## config.mk

```make
export PLATFORM = sky130hd
export DESIGN_NAME = host_ctl_timer
export DESIGN_NICKNAME = d
export VERILOG_FILES = /design/src/rtl/host_ctl_pkg.sv /design/src/rtl/hc_sync.sv /design/src/rtl/hc_hold_timer.sv /design/src/rtl/hc_ctl_fsm.sv /design/src/rtl/host_ctl_timer.sv
export SDC_FILE = /design/constraint.sdc
export NUM_CORES = 1
export LEC_CHECK = 0
export BUFFER_PORTS_ARGS = -buffer_cell sky130_fd_sc_hd__buf_2
export CORE_MARGIN = 1.5
export CORE_UTILIZATION = 35
export DETAILED_ROUTE_END_ITERATION = 12
export SYNTH_ARGS = -nofsm -noshare
export SYNTH_HDL_FRONTEND = slang
export SYNTH_SLANG_ARGS = --single-unit
```

## constraint.sdc

```tcl
create_clock -name clk_i -period 2.4 [get_ports clk_i]
set_input_delay 0.12 -clock clk_i [delete_from_list [all_inputs] [get_ports clk_i]]
set_output_delay 0.12 -clock clk_i [all_outputs]
set_load 0.03 [all_outputs]
```

## src/rtl/host_ctl_pkg.sv

```systemverilog
package host_ctl_pkg;
  typedef enum logic [2:0] {
    ST_IDLE  = 3'd0,
    ST_ARMED = 3'd1,
    ST_OFF   = 3'd2,
    ST_LOCK  = 3'd3,
    ST_SHDN  = 3'd4
  } ctl_state_e;
endpackage

```

## src/rtl/hc_sync.sv

```systemverilog
module hc_sync #(
  parameter int STAGES = 2
) (
  input  logic clk_i,
  input  logic rst_ni,
  input  logic d_i,
  output logic q_o
);
  logic [STAGES-1:0] sh_q;

  always_ff @(posedge clk_i or negedge rst_ni) begin
    if (!rst_ni) sh_q <= '0;
    else         sh_q <= {sh_q[STAGES-2:0], d_i};
  end

  assign q_o = sh_q[STAGES-1];
endmodule

```

## src/rtl/hc_hold_timer.sv

```systemverilog
module hc_hold_timer #(
  parameter int DEB_T  = 2,
  parameter int HOLD_T = 45000
) (
  input  logic clk_i,
  input  logic rst_ni,
  input  logic run_i,
  input  logic tick_i,
  output logic deb_o,
  output logic hold_o
);
  localparam int CW = $clog2(HOLD_T + 1);
  localparam logic [CW-1:0] DEB_C  = CW'(DEB_T);
  localparam logic [CW-1:0] HOLD_C = CW'(HOLD_T);

  logic [CW-1:0] cnt_q;

  always_ff @(posedge clk_i or negedge rst_ni) begin
    if (!rst_ni)                       cnt_q <= '0;
    else if (!run_i)                   cnt_q <= '0;
    else if (tick_i && cnt_q != HOLD_C) cnt_q <= cnt_q + 1'b1;
  end

  assign deb_o  = (cnt_q >= DEB_C);
  assign hold_o = (cnt_q == HOLD_C);
endmodule

```

## src/rtl/hc_ctl_fsm.sv

```systemverilog
module hc_ctl_fsm
  import host_ctl_pkg::*;
(
  input  logic clk_i,
  input  logic rst_ni,
  input  logic lvl_i,
  input  logic deb_i,
  input  logic hold_i,
  input  logic fault_i,
  input  logic bypass_i,
  output logic run_o,
  output logic force_off_o,
  output logic shdn_o
);
  ctl_state_e st_q, st_d;

  always_comb begin
    st_d = st_q;
    if (st_q == ST_SHDN) begin
      st_d = ST_SHDN;
    end else if (bypass_i) begin
      st_d = ST_IDLE;
    end else begin
      unique case (st_q)
        ST_IDLE:  if (lvl_i) st_d = ST_ARMED;
        ST_ARMED: begin
          if (!lvl_i)     st_d = ST_IDLE;
          else if (deb_i) st_d = ST_OFF;
        end
        ST_OFF: begin
          if (!lvl_i)      st_d = ST_IDLE;
          else if (hold_i) st_d = fault_i ? ST_LOCK : ST_SHDN;
        end
        ST_LOCK:  if (!lvl_i) st_d = ST_IDLE;
        default:  st_d = ST_IDLE;
      endcase
    end
  end

  always_ff @(posedge clk_i or negedge rst_ni) begin
    if (!rst_ni) st_q <= ST_IDLE;
    else         st_q <= st_d;
  end

  // counter only runs inside a live press; idle, lockout and shutdown clear it
  assign run_o       = lvl_i && !bypass_i && (st_q == ST_ARMED || st_q == ST_OFF);
  assign force_off_o = (st_q == ST_OFF) || (st_q == ST_LOCK) || (st_q == ST_SHDN);
  assign shdn_o      = (st_q == ST_SHDN);
endmodule

```

## src/rtl/host_ctl_timer.sv

```systemverilog
module host_ctl_timer #(
  parameter int TICK_US     = 100,
  parameter int DEBOUNCE_US = 200,
  parameter int HOLD_US     = 4500000,
  parameter int SYNC_STAGES = 2
) (
  input  logic clk_i,
  input  logic rst_ni,
  input  logic tick_i,
  input  logic ctl_i,
  input  logic ov_flt_i,
  input  logic ot_flt_i,
  input  logic pullup_mode_i,
  input  logic chg_block_i,
  input  logic dsg_block_i,
  output logic chg_en_o,
  output logic dsg_en_o,
  output logic shutdown_o
);
  localparam int DEB_T  = (DEBOUNCE_US + TICK_US - 1) / TICK_US;
  localparam int HOLD_T = HOLD_US / TICK_US;

  logic lvl, run, deb_hit, hold_hit, force_off, shdn;

  hc_sync #(.STAGES(SYNC_STAGES)) u_sync (
    .clk_i (clk_i),
    .rst_ni(rst_ni),
    .d_i   (ctl_i),
    .q_o   (lvl)
  );

  hc_hold_timer #(.DEB_T(DEB_T), .HOLD_T(HOLD_T)) u_timer (
    .clk_i (clk_i),
    .rst_ni(rst_ni),
    .run_i (run),
    .tick_i(tick_i),
    .deb_o (deb_hit),
    .hold_o(hold_hit)
  );

  hc_ctl_fsm u_fsm (
    .clk_i      (clk_i),
    .rst_ni     (rst_ni),
    .lvl_i      (lvl),
    .deb_i      (deb_hit),
    .hold_i     (hold_hit),
    .fault_i    (ov_flt_i | ot_flt_i),
    .bypass_i   (pullup_mode_i),
    .run_o      (run),
    .force_off_o(force_off),
    .shdn_o     (shdn)
  );

  assign chg_en_o   = !force_off && !chg_block_i;
  assign dsg_en_o   = !force_off && !dsg_block_i;
  assign shutdown_o = shdn;
endmodule

```

After elaboration in Yosys (flattened, before gate mapping)
Cells that the tools add are included.
- add/sub/neg operators: 1
- magnitude comparators: 1
- equality and inequality tests: 11
- multiplexer cells: 12
- bitwise logic cells: 1
- reductions and logical operators: 14
- operators with widths (kind ; count):
    $mux 16 ; 2
    $mux 3 ; 9
    $add 16x1->16 const B ; 1
    $eq 16x16->1 const B ; 1
    $ge 16x2->1 const B ; 1
    $ne 16x16->1 const B ; 1
    $pmux 3 s4 ; 1
    $ne 5x5->1 const B ; 2
    $ne 4x4->1 const B ; 2
    $eq 3x2->1 const B ; 2
    $logic_and 1x1->1 ; 5
    $logic_not 1->1 ; 4
    $reduce_and 4->1 ; 1
    $eq 3x1->1 const B ; 1
    $eq 3x3->1 const B ; 1
    $logic_not 3->1 ; 1
    $logic_or 1x1->1 ; 3
    $ne 2x2->1 const B ; 1
    $or 1x1->1 ; 1
- register bits: 21
- bits of input ports: 9

Depth between registers and ports, before layout
- depth in word-level cells: 7
- gate-level depth with buffers: 7

By module
A second synthesis with hierarchy kept.
- cells, all modules: 137
- area, all modules: 1258.7 µm²
- modules (own cells, without submodules) (module ; times used ; cells each ; area an instance (µm²)):
    hc_hold_timer ; 1 ; 104 ; 972.2
    hc_ctl_fsm ; 1 ; 28 ; 222.7
    hc_sync ; 1 ; 2 ; 50.0
    host_ctl_timer ; 1 ; 3 ; 13.8

Worst setup path after synthesis
No wires, ideal clock.
- path kind: register to register
- start: register u_timer.cnt_q[0]
- end: register u_timer.cnt_q[2]
- library setup time: 78 ps
- data arrival time: 1625 ps
- required time: 2322 ps
- slack: 697 ps
- cell stages (with the launch flop): 8
- path buffers: 1
- cells stage by stage: dfrtp_1 inv_1 ha_1 and4_1 and4_1 buf_4 or4_1 a21oi_1
- longest elaborated chain between the ends: 3
- ends and longest elaborated chain (item ; line ; source):
    from (decl) ; hc_hold_timer.sv:16 ; logic [CW-1:0] cnt_q;
    from (signal assigned) ; hc_hold_timer.sv:21 ; else if (tick_i && cnt_q != HOLD_C) cnt_q <= cnt_q + 1'b1;
    $add 16x1->16 or $ne 16x16->1 (tied branches) ; hc_hold_timer.sv:21 ;
    $mux 16 or $logic_and 1x1->1 (tied branches) ; hc_hold_timer.sv:21 ;
    $mux 16 or $ne 2x2->1 (tied branches) ; - ;
Parallel ways exist; a longest one is shown, timed or not. The select of a mux whose other input is x is not followed.
A chain may end at the register's enable or synchronous reset.

Final worst setup path
- start: register u_timer.cnt_q[1]
- end: register u_timer.cnt_q[14]
Same word-level chain as after synthesis.

==> flow_summary.json <==
{
  "status": "finished, final reports clean",
  "final_net_count": 165,
  "crit_required_ns": 2.63,
  "max_freq_ghz": 0.552,
  "holdBufCountCts": 2,
  "place_area_um2": 1350,
  "endpoint_kind": "flip-flop",
  "yosys_warnings": 0,
  "syn_area_per_cell_um2": 9.03,
  "synth-simple-area-share": 0.315,
  "reg2regPathDepth": 5,
  "synth_top_family_by_area": "simple AND/OR/NAND/NOR gates",
  "wl_per_cell_um": 13.6,
  "synth_flop_cell": "dfrtp_1",
  "cp-startpoint": "u_timer.cnt_q[1]$_DFFE_PN0P_",
  "powerDensity_nw_per_um2": 432,
  "drv_cap": 0,
  "overflow": 0,
  "period_share": 0.754,
  "setup_viol": 0,
  "portBuffers": 11,
  "synthXorXnorAreaFrac": 0.0416,
  "final_cell_mix": "dfrtp_1, a21oi_1, nor2_1, buf_2, o21ai_0",
  "cts_sinks": 21,
  "timing.final.crit_period_ns": 1.81,
  "row_count": 21,
  "first_pass_iters": 6,
  "antenna_found_initial": 0,
  "synth_cell_types": 37,
  "cts_tree": "done",
  "ios": 12,
  "path_clk_slew_ns": 0.12,
  "worstHoldPathCells": 2,
  "cts_buffers": 3,
  "hold_viol_final": 0,
  "synth_fa_ha_area_frac": 0.0297,
  "drive_above_1_share": 0.125,
  "ys_ff_latch": 21,
  "cts_buffer_depth": 2,
  "synthArstFlopShare": 1.00,
  "num_vias": 1091,
  "reg2reg_to": "u_timer.cnt_q[14]$_DFFE_PN0P_",
  "syn_to_final_growth_pct": 10.7,
  "cts_resized": 0,
  "ant_nets": 0,
  "dp_hpwl_um": 1960,
  "cts_setup_buffers": 0,
  "die_x_um": 63.1,
  "viasPerCell": 5.51,
  "clock-skew-final_ns": 0.00210,
  "cp_max_fo": 7,
  "grt_max_degree": 22,
  "synthCells": 140,
  "die_h_um": 63.1,
  "wl_um": 2690,
  "h-tree-depth": 1,
  "worst_setup_path_start_kind": "flip-flop",
  "mostFrequentLayoutCell": "dfrtp_1",
  "initial_core_util": 0.373,
  "grt_util_all_layers": 0.147,
  "place.gp.congestion": 0.849,
  "die_area_um2": 3980,
  "slew_violations": 0,
  "synth.net_count": 152,
  "arrival_ns": 2.04,
  "cts_root_buf": "clkbuf_4",
  "synth_compound_area_frac": 0.152,
  "first_iter_violations": 65,
  "rsz0062_at_grt": "no",
  "r2r_slack_ns": 0.59,
  "hp-start": "pullup_mode_i",
  "slew-limit-headroom": 0.550,
  "grt_pass1_wl_um": 4690,
  "n_antenna_cell": 0,
  "fin_area_um2": 1400,
  "hold_end": "u_fsm.st_q[0]$_DFFE_PN0P_",
  "tightest_slew_ns": 0.673,
  "grt_pass1_vias": 1029,
  "ir_drop_uv": 281,
  "r2r-start": "u_timer.cnt_q[1]$_DFFE_PN0P_",
  "ys_seq_area_frac": 0.416,
  "synth_enable_flop_cells": 0,
  "synthMuxAreaShare": 0,
  "clk_latency_ns": 0.31,
  "syn_area_um2": 1260,
  "hp-class": "input pin to flip-flop",
  "core_um2": 3390,
  "fin_tns_setup_ns": 0,
  "fill_cells": 342,
  "route.detailed.drc": 0,
  "p_leak_uw": 0.000554,
  "critPathKind": "flip-flop to flip-flop"
}
## Yosys cell counts, drive strengths merged (3+ instances only)
master	count	area, µm²
nand2	8	30.0
clkbuf	3	11.3
and4	4	37.5
or3	3	18.8
inv	9	33.8
nor3	6	30.0
a21oi	12	60.1
o21ai	10	50.1
nor2	11	41.3
or4	6	45.0
nand3	8	45.0
o31ai	5	37.5
nand4	4	40.0
dfrtp	21	526
ha	3	37.5
xor2	4	35.0
## kinds of logic (layout without fill, tap and decap cells)
logic type,Yosys count,after routing
compound gates,32,32
xor+xnor,6,6
fa+ha+maj,3,3
buf+inv,14,26
flops,21,21
simple gates,64,64
## flip-flops by register name (all words and copies together) (netlist names)
name and flops:
u_fsm.st_q 3, u_sync.sh_q 2, u_timer.cnt_q 16
## cell type report
class | instances | area, µm² | area share
inverter | 9 | 33.8 | 0.0242
tap | 46 | 57.6 | 0.0411
sequential | 21 | 526 | 0.376
timing repair buffer | 13 | 75.1 | 0.0537
multi-input combinational | 105 | 681 | 0.487
clock buffer | 4 | 26.3 | 0.0188
## worst max-delay path by stage
stage / end / slack, ns / depth (start not counted)
3_3_place_gp: u_timer.cnt_q[14]$_DFFE_PN0P_ / 0.62 / 5
4_1_cts: u_timer.cnt_q[14]$_DFFE_PN0P_ / 0.58 / 5
6_report: u_timer.cnt_q[14]$_DFFE_PN0P_ / 0.59 / 5
5_1_grt: u_timer.cnt_q[14]$_DFFE_PN0P_ / 0.46 / 5
2_1_floorplan: u_timer.cnt_q[2]$_DFFE_PN0P_ / 0.70 / 7
3_5_place_dp: u_timer.cnt_q[14]$_DFFE_PN0P_ / 0.61 / 5
## critical path, stage by stage, from the launching register on
cell and delay (ns):
dfrtp_1 0.45, ha_1 0.21, nand3_2 0.14, or2_4 0.32, or4_1 0.46, a21oi_1 0.14
## routing by layer
metal	global-route usage	part of all wire	vias up	routed length [µm]
li1	-	-	538	-
met1	0.192	0.49	523	1320
met2	0.246	0.45	26	1210
met3	0.0393	0.052	4	140
met4	0.0250	0.0093	0	25
met5	0	0	-	0
## power by group
part,internal [µW],switching [µW]
clock network,64.9,109
registers,359,8.57
logic,22.6,39.5
total,447,157
## stage by stage
step	cells	hold slack, ns	worst slack [ns]	power (µW)	util
after floorplan	140	-0.176	0.697	410	-
after global placement	192	0.104	0.623	434	0.399
after detailed placement	192	0.109	0.609	434	0.399
after CTS	198	0.0613	0.578	608	0.413
after global routing	198	0.0758	0.464	626	0.413
final	198	0.0621	0.589	604	0.413
Power figures use the tool's default switching activity.
